File: src/rtl/mmu_csr_pkg.sv
package mmu_csr_pkg;

    localparam int unsigned REG_W    = 32;
    localparam int unsigned BUS_ID_W = 5;
    localparam int unsigned IRQ_N    = 2;

    // register byte offsets
    localparam logic [7:0] OFS_BASE  = 8'h00;
    localparam logic [7:0] OFS_STAT  = 8'h04;
    localparam logic [7:0] OFS_CMD   = 8'h08;
    localparam logic [7:0] OFS_FADDR = 8'h0C;
    localparam logic [7:0] OFS_ZAP1  = 8'h10;
    localparam logic [7:0] OFS_RAW   = 8'h14;
    localparam logic [7:0] OFS_ICLR  = 8'h18;
    localparam logic [7:0] OFS_IMASK = 8'h1C;
    localparam logic [7:0] OFS_ISTAT = 8'h20;
    localparam logic [7:0] OFS_GATE  = 8'h24;

    // status word bit positions
    localparam int unsigned ST_PAGING   = 0;
    localparam int unsigned ST_FAULT    = 1;
    localparam int unsigned ST_STALL    = 2;
    localparam int unsigned ST_IDLE     = 3;
    localparam int unsigned ST_REPLAY   = 4;
    localparam int unsigned ST_FWRITE   = 5;
    localparam int unsigned ST_BUSID    = 6;
    localparam int unsigned ST_NOSTALL  = 31;

    // interrupt bit positions
    localparam int unsigned IRQ_FAULT  = 0;
    localparam int unsigned IRQ_BUSERR = 1;

    typedef enum logic [2:0] {
        OP_PAGE_ON    = 3'd0,
        OP_PAGE_OFF   = 3'd1,
        OP_STALL_ON   = 3'd2,
        OP_STALL_OFF  = 3'd3,
        OP_ZAP_ALL    = 3'd4,
        OP_FAULT_DONE = 3'd5,
        OP_HARD_RST   = 3'd6
    } op_e;

    typedef struct packed {
        logic page_on;
        logic page_off;
        logic stall_on;
        logic stall_off;
        logic zap_all;
        logic fault_done;
        logic hard_rst;
    } op_strobe_t;

endpackage

File: src/rtl/mmu_csr_cmd.sv
module mmu_csr_cmd
    import mmu_csr_pkg::*;
#(
    parameter int unsigned ADDR_W = 8
) (
    input  logic              wr_en,
    input  logic [ADDR_W-1:0] addr,
    input  logic [REG_W-1:0]  wdata,
    output op_strobe_t        ops
);

    localparam logic [ADDR_W-1:0] CMD_OFS = ADDR_W'(OFS_CMD);

    logic cmd_hit;

    assign cmd_hit = wr_en && (addr == CMD_OFS);

    // whole word must match a defined opcode; everything else is dropped
    always_comb begin
        ops = '0;
        if (cmd_hit) begin
            case (wdata)
                REG_W'(OP_PAGE_ON):    ops.page_on    = 1'b1;
                REG_W'(OP_PAGE_OFF):   ops.page_off   = 1'b1;
                REG_W'(OP_STALL_ON):   ops.stall_on   = 1'b1;
                REG_W'(OP_STALL_OFF):  ops.stall_off  = 1'b1;
                REG_W'(OP_ZAP_ALL):    ops.zap_all    = 1'b1;
                REG_W'(OP_FAULT_DONE): ops.fault_done = 1'b1;
                REG_W'(OP_HARD_RST):   ops.hard_rst   = 1'b1;
                default:               ops            = '0;
            endcase
        end
    end

endmodule

File: src/rtl/mmu_csr_state.sv
module mmu_csr_state
    import mmu_csr_pkg::*;
(
    input  logic                clk,
    input  logic                rst_n,
    input  op_strobe_t          ops,
    input  logic                ev_fault,
    input  logic [REG_W-1:0]    ev_fault_addr,
    input  logic                ev_fault_write,
    input  logic [BUS_ID_W-1:0] ev_bus_id,
    input  logic                dp_idle,
    output logic                paging,
    output logic                stall_want,
    output logic                stall_act,
    output logic                fault_act,
    output logic                fault_write,
    output logic [BUS_ID_W-1:0] fault_bus_id,
    output logic [REG_W-1:0]    fault_addr,
    output logic                zap_all_p,
    output logic                fault_done_p
);

    typedef struct packed {
        logic                paging;
        logic                stall_want;
        logic                stall_act;
        logic                fault;
        logic                fwrite;
        logic [BUS_ID_W-1:0] bus_id;
        logic [REG_W-1:0]    faddr;
        logic                zap_all;
        logic                fdone;
    } st_t;

    st_t st_d, st_q;

    always_comb begin
        st_d         = st_q;
        st_d.zap_all = 1'b0;
        st_d.fdone   = 1'b0;

        if (ops.page_on)  st_d.paging = 1'b1;
        if (ops.page_off) st_d.paging = 1'b0;

        // a stall request is refused while a fault awaits its handler
        if (ops.stall_on && !st_q.fault) st_d.stall_want = 1'b1;
        if (ops.stall_off)               st_d.stall_want = 1'b0;

        // acknowledged only once the request has been seen by an idle datapath
        st_d.stall_act = st_d.stall_want && st_q.stall_want
                         && (st_q.stall_act || dp_idle);

        st_d.zap_all = ops.zap_all;

        if (ops.fault_done) begin
            st_d.fault = 1'b0;
            st_d.fdone = 1'b1;
        end

        // a new fault outranks the handler's acknowledge in the same cycle
        if (ev_fault) begin
            st_d.fault  = 1'b1;
            st_d.fwrite = ev_fault_write;
            st_d.bus_id = ev_bus_id;
            st_d.faddr  = ev_fault_addr;
        end

        if (ops.hard_rst) st_d = '0;
    end

    always_ff @(posedge clk or negedge rst_n) begin
        if (!rst_n) st_q <= '0;
        else        st_q <= st_d;
    end

    assign paging       = st_q.paging;
    assign stall_want   = st_q.stall_want;
    assign stall_act    = st_q.stall_act;
    assign fault_act    = st_q.fault;
    assign fault_write  = st_q.fwrite;
    assign fault_bus_id = st_q.bus_id;
    assign fault_addr   = st_q.faddr;
    assign zap_all_p    = st_q.zap_all;
    assign fault_done_p = st_q.fdone;

endmodule

File: src/rtl/mmu_csr_intr.sv
module mmu_csr_intr #(
    parameter int unsigned N = 2
) (
    input  logic         clk,
    input  logic         rst_n,
    input  logic         hard_rst,
    input  logic [N-1:0] set_ev,
    input  logic         clr_we,
    input  logic [N-1:0] clr_bits,
    input  logic         mask_we,
    input  logic [N-1:0] mask_bits,
    output logic [N-1:0] raw,
    output logic [N-1:0] mask,
    output logic [N-1:0] masked,
    output logic         irq
);

    typedef struct packed {
        logic [N-1:0] raw;
        logic [N-1:0] mask;
    } irq_st_t;

    irq_st_t ir_d, ir_q;
    logic [N-1:0] raw_nxt;

    // per-cause next value: set beats write-one-to-clear
    for (genvar i = 0; i < N; i++) begin : g_cause
        always_comb begin
            if (set_ev[i])                    raw_nxt[i] = 1'b1;
            else if (clr_we && clr_bits[i])   raw_nxt[i] = 1'b0;
            else                              raw_nxt[i] = ir_q.raw[i];
        end
    end

    always_comb begin
        ir_d     = ir_q;
        ir_d.raw = raw_nxt;
        if (mask_we) ir_d.mask = mask_bits;
        if (hard_rst) ir_d = '0;
    end

    always_ff @(posedge clk or negedge rst_n) begin
        if (!rst_n) ir_q <= '0;
        else        ir_q <= ir_d;
    end

    assign raw    = ir_q.raw;
    assign mask   = ir_q.mask;
    assign masked = ir_q.raw & ir_q.mask;
    assign irq    = |masked;

endmodule

File: src/rtl/mmu_csr.sv
module mmu_csr
    import mmu_csr_pkg::*;
#(
    parameter int unsigned ADDR_W     = 8,
    parameter int unsigned PAGE_SHIFT = 12
) (
    input  logic                        clk,
    input  logic                        rst_n,
    input  logic                        csr_we,
    input  logic [ADDR_W-1:0]           csr_addr,
    input  logic [REG_W-1:0]            csr_wdata,
    output logic [REG_W-1:0]            csr_rdata,
    input  logic                        dp_fault,
    input  logic [REG_W-1:0]            dp_fault_addr,
    input  logic                        dp_fault_write,
    input  logic [BUS_ID_W-1:0]         dp_fault_bus_id,
    input  logic                        dp_bus_err,
    input  logic                        dp_idle,
    input  logic                        dp_replay_empty,
    output logic                        paging_en,
    output logic                        stall_req,
    output logic                        zap_all,
    output logic                        zap_one,
    output logic [REG_W-PAGE_SHIFT-1:0] zap_one_page,
    output logic                        fault_done,
    output logic                        irq
);

    localparam int unsigned PFN_W = REG_W - PAGE_SHIFT;

    localparam logic [ADDR_W-1:0] A_BASE  = ADDR_W'(OFS_BASE);
    localparam logic [ADDR_W-1:0] A_STAT  = ADDR_W'(OFS_STAT);
    localparam logic [ADDR_W-1:0] A_FADDR = ADDR_W'(OFS_FADDR);
    localparam logic [ADDR_W-1:0] A_ZAP1  = ADDR_W'(OFS_ZAP1);
    localparam logic [ADDR_W-1:0] A_RAW   = ADDR_W'(OFS_RAW);
    localparam logic [ADDR_W-1:0] A_ICLR  = ADDR_W'(OFS_ICLR);
    localparam logic [ADDR_W-1:0] A_IMASK = ADDR_W'(OFS_IMASK);
    localparam logic [ADDR_W-1:0] A_ISTAT = ADDR_W'(OFS_ISTAT);
    localparam logic [ADDR_W-1:0] A_GATE  = ADDR_W'(OFS_GATE);

    op_strobe_t ops_w;

    logic                stall_act_w;
    logic                fault_act_w;
    logic                fault_write_w;
    logic [BUS_ID_W-1:0] fault_bus_w;
    logic [REG_W-1:0]    fault_addr_w;
    logic [IRQ_N-1:0]    raw_w;
    logic [IRQ_N-1:0]    mask_w;
    logic [IRQ_N-1:0]    masked_w;
    logic [IRQ_N-1:0]    irq_set_w;

    mmu_csr_cmd #(.ADDR_W(ADDR_W)) u_cmd (
        .wr_en (csr_we),
        .addr  (csr_addr),
        .wdata (csr_wdata),
        .ops   (ops_w)
    );

    mmu_csr_state u_state (
        .clk            (clk),
        .rst_n          (rst_n),
        .ops            (ops_w),
        .ev_fault       (dp_fault),
        .ev_fault_addr  (dp_fault_addr),
        .ev_fault_write (dp_fault_write),
        .ev_bus_id      (dp_fault_bus_id),
        .dp_idle        (dp_idle),
        .paging         (paging_en),
        .stall_want     (stall_req),
        .stall_act      (stall_act_w),
        .fault_act      (fault_act_w),
        .fault_write    (fault_write_w),
        .fault_bus_id   (fault_bus_w),
        .fault_addr     (fault_addr_w),
        .zap_all_p      (zap_all),
        .fault_done_p   (fault_done)
    );

    always_comb begin
        irq_set_w             = '0;
        irq_set_w[IRQ_FAULT]  = dp_fault;
        irq_set_w[IRQ_BUSERR] = dp_bus_err;
    end

    mmu_csr_intr #(.N(IRQ_N)) u_intr (
        .clk       (clk),
        .rst_n     (rst_n),
        .hard_rst  (ops_w.hard_rst),
        .set_ev    (irq_set_w),
        .clr_we    (csr_we && (csr_addr == A_ICLR)),
        .clr_bits  (csr_wdata[IRQ_N-1:0]),
        .mask_we   (csr_we && (csr_addr == A_IMASK)),
        .mask_bits (csr_wdata[IRQ_N-1:0]),
        .raw       (raw_w),
        .mask      (mask_w),
        .masked    (masked_w),
        .irq       (irq)
    );

    // local registers: directory base, gating bit, single-page invalidate
    typedef struct packed {
        logic [PFN_W-1:0] base;
        logic             gate;
        logic             zap1;
        logic [PFN_W-1:0] zap1_page;
    } loc_t;

    loc_t lc_d, lc_q;

    always_comb begin
        lc_d      = lc_q;
        lc_d.zap1 = 1'b0;
        if (csr_we) begin
            if (csr_addr == A_BASE) lc_d.base = csr_wdata[REG_W-1:PAGE_SHIFT];
            if (csr_addr == A_GATE) lc_d.gate = csr_wdata[0];
            if (csr_addr == A_ZAP1) begin
                lc_d.zap1      = 1'b1;
                lc_d.zap1_page = csr_wdata[REG_W-1:PAGE_SHIFT];
            end
        end
        if (ops_w.hard_rst) lc_d = '0;
    end

    always_ff @(posedge clk or negedge rst_n) begin
        if (!rst_n) lc_q <= '0;
        else        lc_q <= lc_d;
    end

    assign zap_one      = lc_q.zap1;
    assign zap_one_page = lc_q.zap1_page;

    logic [REG_W-1:0] stat_w;

    always_comb begin
        stat_w                            = '0;
        stat_w[ST_PAGING]                 = paging_en;
        stat_w[ST_FAULT]                  = fault_act_w;
        stat_w[ST_STALL]                  = stall_act_w;
        stat_w[ST_IDLE]                   = dp_idle;
        stat_w[ST_REPLAY]                 = dp_replay_empty;
        stat_w[ST_FWRITE]                 = fault_write_w;
        stat_w[ST_BUSID +: BUS_ID_W]      = fault_bus_w;
        stat_w[ST_NOSTALL]                = ~stall_act_w;
    end

    always_comb begin
        case (csr_addr)
            A_BASE:  csr_rdata = {lc_q.base, {PAGE_SHIFT{1'b0}}};
            A_STAT:  csr_rdata = stat_w;
            A_FADDR: csr_rdata = fault_addr_w;
            A_RAW:   csr_rdata = REG_W'(raw_w);
            A_IMASK: csr_rdata = REG_W'(mask_w);
            A_ISTAT: csr_rdata = REG_W'(masked_w);
            A_GATE:  csr_rdata = REG_W'(lc_q.gate);
            default: csr_rdata = '0;
        endcase
    end

endmodule

File: config.mk
export PLATFORM = sky130hd
export DESIGN_NAME = mmu_csr
export DESIGN_NICKNAME = d
export VERILOG_FILES = /design/src/rtl/mmu_csr_pkg.sv /design/src/rtl/mmu_csr_cmd.sv /design/src/rtl/mmu_csr_state.sv /design/src/rtl/mmu_csr_intr.sv /design/src/rtl/mmu_csr.sv
export SDC_FILE = /design/constraint.sdc
export NUM_CORES = 1
export LEC_CHECK = 0
export ABC_AREA = 1
export BUFFER_PORTS_ARGS = -buffer_cell sky130_fd_sc_hd__buf_2
export CAP_MARGIN = 20
export CORE_ASPECT_RATIO = 0.75
export CORE_MARGIN = 10
export CORE_UTILIZATION = 45
export DETAILED_ROUTE_END_ITERATION = 10
export PLACE_DENSITY = 0.74
export SYNTH_ARGS = -nofsm -noshare
export SYNTH_HDL_FRONTEND = slang
export SYNTH_SLANG_ARGS = --single-unit
File: constraint.sdc
create_clock -name clk -period 1.7 [get_ports clk]
set_input_delay 0.255 -clock clk [delete_from_list [all_inputs] [get_ports clk]]
set_output_delay 0.255 -clock clk [all_outputs]
set_load 0.01 [all_outputs]
==> flow_summary_export.csv <==
group,metric,value,unit
yosys,synth_simple_gate_area_frac,0.344,
grt,grt_max_degree,42,
clocking,cts-buffers-inserted,9,
floorplanning,coreArea,0.0102,sq mm
yosys,syn_nets,648,
yosys,synth-seq-cells,90,
pwr,clock_power_share,0.437,
clocking,clock_path_buffers,2,
routing,drtIter0Drc,269,
placed_design,io_buffers,142,
timing,worst_slack,0.0380,ns
final_layout,fin_nets,789,
setup_path,worst-path-stages,9,
setup_path,max_stage_delay,0.22,ns
timing,min_period,1.66,ns
setup_path,crit_end,"csr_rdata[23]",
placed_design,dp_hpwl,10700,um
timing,setup_viol,0,
flow_run,maxCapViolations,0,
yosys,netlist_top_cells_count,"nand2_1, nand3_1, dfrtp_1",
floorplanning,ios,143,
grt,grt_pass1_vias,4368,
setup_path,r2r-end,"u_state.stall_want$_DFF_PN0_",
final_layout,num-fill-cells,918,
grt,grt_pass1_wl,22400,um
final_layout,layout-drive-gt1-share,0.339,
setup_path,path_buf_inv,4,
yosys,ys.flop_type,"dfrtp_1",
yosys,yosysMostFrequentCell,"nand2_1",
floorplanning,die_x,137,um
yosys,synth_edf_count,0,
timing,whs,0.153,ns
setup_path,required,1.44,ns
floorplanning,die_h,108,um
setup_path,cp_top_family,"simple AND/OR/NAND/NOR gates",
clocking,cts_tree,"yes",
setup_path,timing.critical_path.from,"csr_addr[0]",
setup_path,path_max_fanout,7,
timing,slew_headroom,0.692,
clocking,clock_latency,0.33,ns
pwr,intPower,3.93,mW
timing,fmax,602,MHz
yosys,ys_seq_area_frac,0.484,
yosys,yosysWarnings,0,
pwr,swShare,0.232,
floorplanning,row_count,32,
yosys,synthDistinctLibCells,29,
yosys,synthAdderAreaFrac,0,
clocking,cts-root-buf,"clkbuf_16",
timing,setup_tns,0,ns
timing,finClkSkew,0.000201,ns
pwr,power,5.12,mW
yosys,synth_xor_area_frac,0,
pwr,switchingPower,1.19,mW
clocking,cts.sinks,90,
routing,drtPass1Iterations,5,
final_layout,final_util,0.595,
final_layout,diodes,0,
outcome,status,"finished, final reports clean",
grt,overflow,0,
grt,grt_usage,0.187,
yosys,ys_async_sr_fraction,1.00,
routing,drc_errors,0,
placed_design,preCtsSetupSlack,-0.101,ns
min_path,hold_path.class,"input port to flop",
routing,ant_nets,0,
setup_path,cp-end-kind,"output pin",
setup_path,path_cells,"buf_6 > nor2_4 > nand2_2 > nor2_4 > inv_2 > nor2_4 > clkbuf_16 > a32o_1 > buf_2",
yosys,synth_compound_area_frac,0.0755,
routing,drt_wl_total,14200,um
yosys,muxShareOfSynthArea,0,
timing,finalCritPeriodShare,0.978,
floorplanning,dieArea,0.0149,sq mm
setup_path,r2r_slack,0.83,ns
clocking,htree_levels,3,
setup_path,crit_top_cell,"nor2_4",
setup_path,crit_type,"input port to output pin",
pwr,power.density_cell_area,842,mW/mm^2
yosys,yosysTopAreaCellShare,0.484,
yosys,yosys.area.top_type,"dfrtp_1",
timing,hold_viol_final,0,
yosys,synth.cell_area,0.00466,sq mm
routing,post_drt_wl_per_cell,16.8,um
setup_path,r2r-start,"u_state.fault_act$_DFFE_PN0P_",
pwr,p_seq_frac,0.460,
setup_path,cp.arrival,1.41,ns
setup_path,critPathSlowestCell,"nor2_4",
floorplanning,start_util,0.456,
yosys,synth_top_family_by_area,"simple AND/OR/NAND/NOR gates",
routing,viasPerCell,5.21,
pwr,leakage,3.39,nW
setup_path,crit_path_start_kind,"input port",
pwr,ir_worst_vdd,0.613,mV
timing,worstMarginPinSlew,0.463,ns
routing,vias,4401,
yosys,netlist_instances,563,
pwr,power_frac_comb,0.103,
yosys,synth_area_leaders,"dfrtp_1, nand3_1, nand2_1",
yosys,syn_area_per_cell,8.27,sq um
final_layout,areaGrowthSynthToFinish,30.4,%
clocking,path_clk_slew,0.06,ns
setup_path,r2r_cells,5,
grt,antenna_found_initial,0,
timing,drv_slew,0,
timing,rsz0062_at_grt,"yes",
placed_design,gp_congestion,0.886,
## per-stage QoR
stage / instance area (sq um) / cells
floorplan: 4660 / 563
global placement: 5570 / 821
detailed placement: 5570 / 821
CTS: 5920 / 837
global route: 6070 / 844
finish: 6070 / 844
## cells by family (layout without fill, tap and decap cells)
family                 after synthesis  in the layout
AND/OR/NAND/NOR                    347            347
flip-flops                          90             90
buffers and inverters               86            231
AO/OA/AOI/OAI                       40             40
## cell type report
| type | instances | area, sq um | share of cell area |
|---|---|---|---|
| clock buffers | 10 | 229 | 0.0377 |
| flip-flops and latches | 90 | 2250 | 0.371 |
| inverters | 28 | 108 | 0.0177 |
| clock inverters | 5 | 104 | 0.0171 |
| well taps | 136 | 170 | 0.0280 |
| repair buffers | 188 | 1220 | 0.201 |
| multi-input cells | 387 | 1990 | 0.328 |
## cell usage in the layout, fill, tap and decap left out, types with 3 or more instances in the layout
cell,Yosys,layout
buf_2,12,136
nand2_2,2,5
clkbuf_16,0,10
nor2_2,4,4
bufinv_16,0,3
a32o_1,28,25
nand3_2,9,9
a32o_2,0,3
inv_2,7,8
nand3_1,129,129
buf_4,22,33
inv_1,20,18
nor3_1,9,9
nor2_4,1,4
buf_6,4,9
nor2_1,26,23
nand4_1,3,3
dfrtp_1,90,90
buf_12,0,7
nand2_1,159,156
o21ai_0,5,5
## tightest hold or removal path, cell delays in order
cell	delay [ns]
buf_2	0.08
nand3_1	0.06
nand2_1	0.06
## worst min-delay path by stage
stage | startpoint | to | slack (ns) | cells after the start
2_1_floorplan | rst_n | lc_q[21]$_DFFE_PN0P_ | -0.04 | 0
3_5_place_dp | rst_n | zap_one_page[9]$_DFFE_PN0P_ | 0.24 | 1
5_1_grt | dp_fault_bus_id[2] | u_state.fault_bus_id[2]$_DFFE_PN0P_ | 0.14 | 3
6_report | dp_fault_addr[0] | u_state.fault_addr[0]$_DFFE_PN0P_ | 0.15 | 3
4_1_cts | dp_fault_addr[23] | u_state.fault_addr[23]$_DFFE_PN0P_ | 0.14 | 3
3_3_place_gp | rst_n | zap_one_page[11]$_DFFE_PN0P_ | 0.24 | 1
## what timing repair did
action / in CTS / in global routing
setup endpoints to repair: 14 / 30
cloned: 0 / 1
buffers inserted: 0 / 6
endpoints found under the hold margin: 28 / 0
hold buffers: 1 / 0
pin swaps: 0 / 9
resized for setup: 2 / 25
## registers in the layout, summed over array words and instances (netlist names), 2 cells and up
| name | cells |
|---|---|
| lc_q | 21 |
| u_intr.mask | 2 |
| u_intr.raw | 2 |
| u_state.fault_addr | 32 |
| u_state.fault_bus_id | 5 |
| zap_one_page | 20 |
## metal layers
metal	vias to the layer above	part of all wire	global-route usage
li1	2156	-	-
met1	2112	0.46	0.260
met2	125	0.46	0.286
met3	8	0.071	0.0593
met4	0	0.0068	0.0293
met5	-	0	0
## power by group through the flow
stage,clock network (mW),registers [mW],logic [mW]
floorplan,0,2.36,0.265
global placement,0,2.39,0.493
detailed placement,0,2.39,0.509
CTS,2.29,2.35,0.514
global route,2.38,2.37,0.592
finish,2.24,2.35,0.525
No activity file was read; power rests on OpenSTA's default activity.
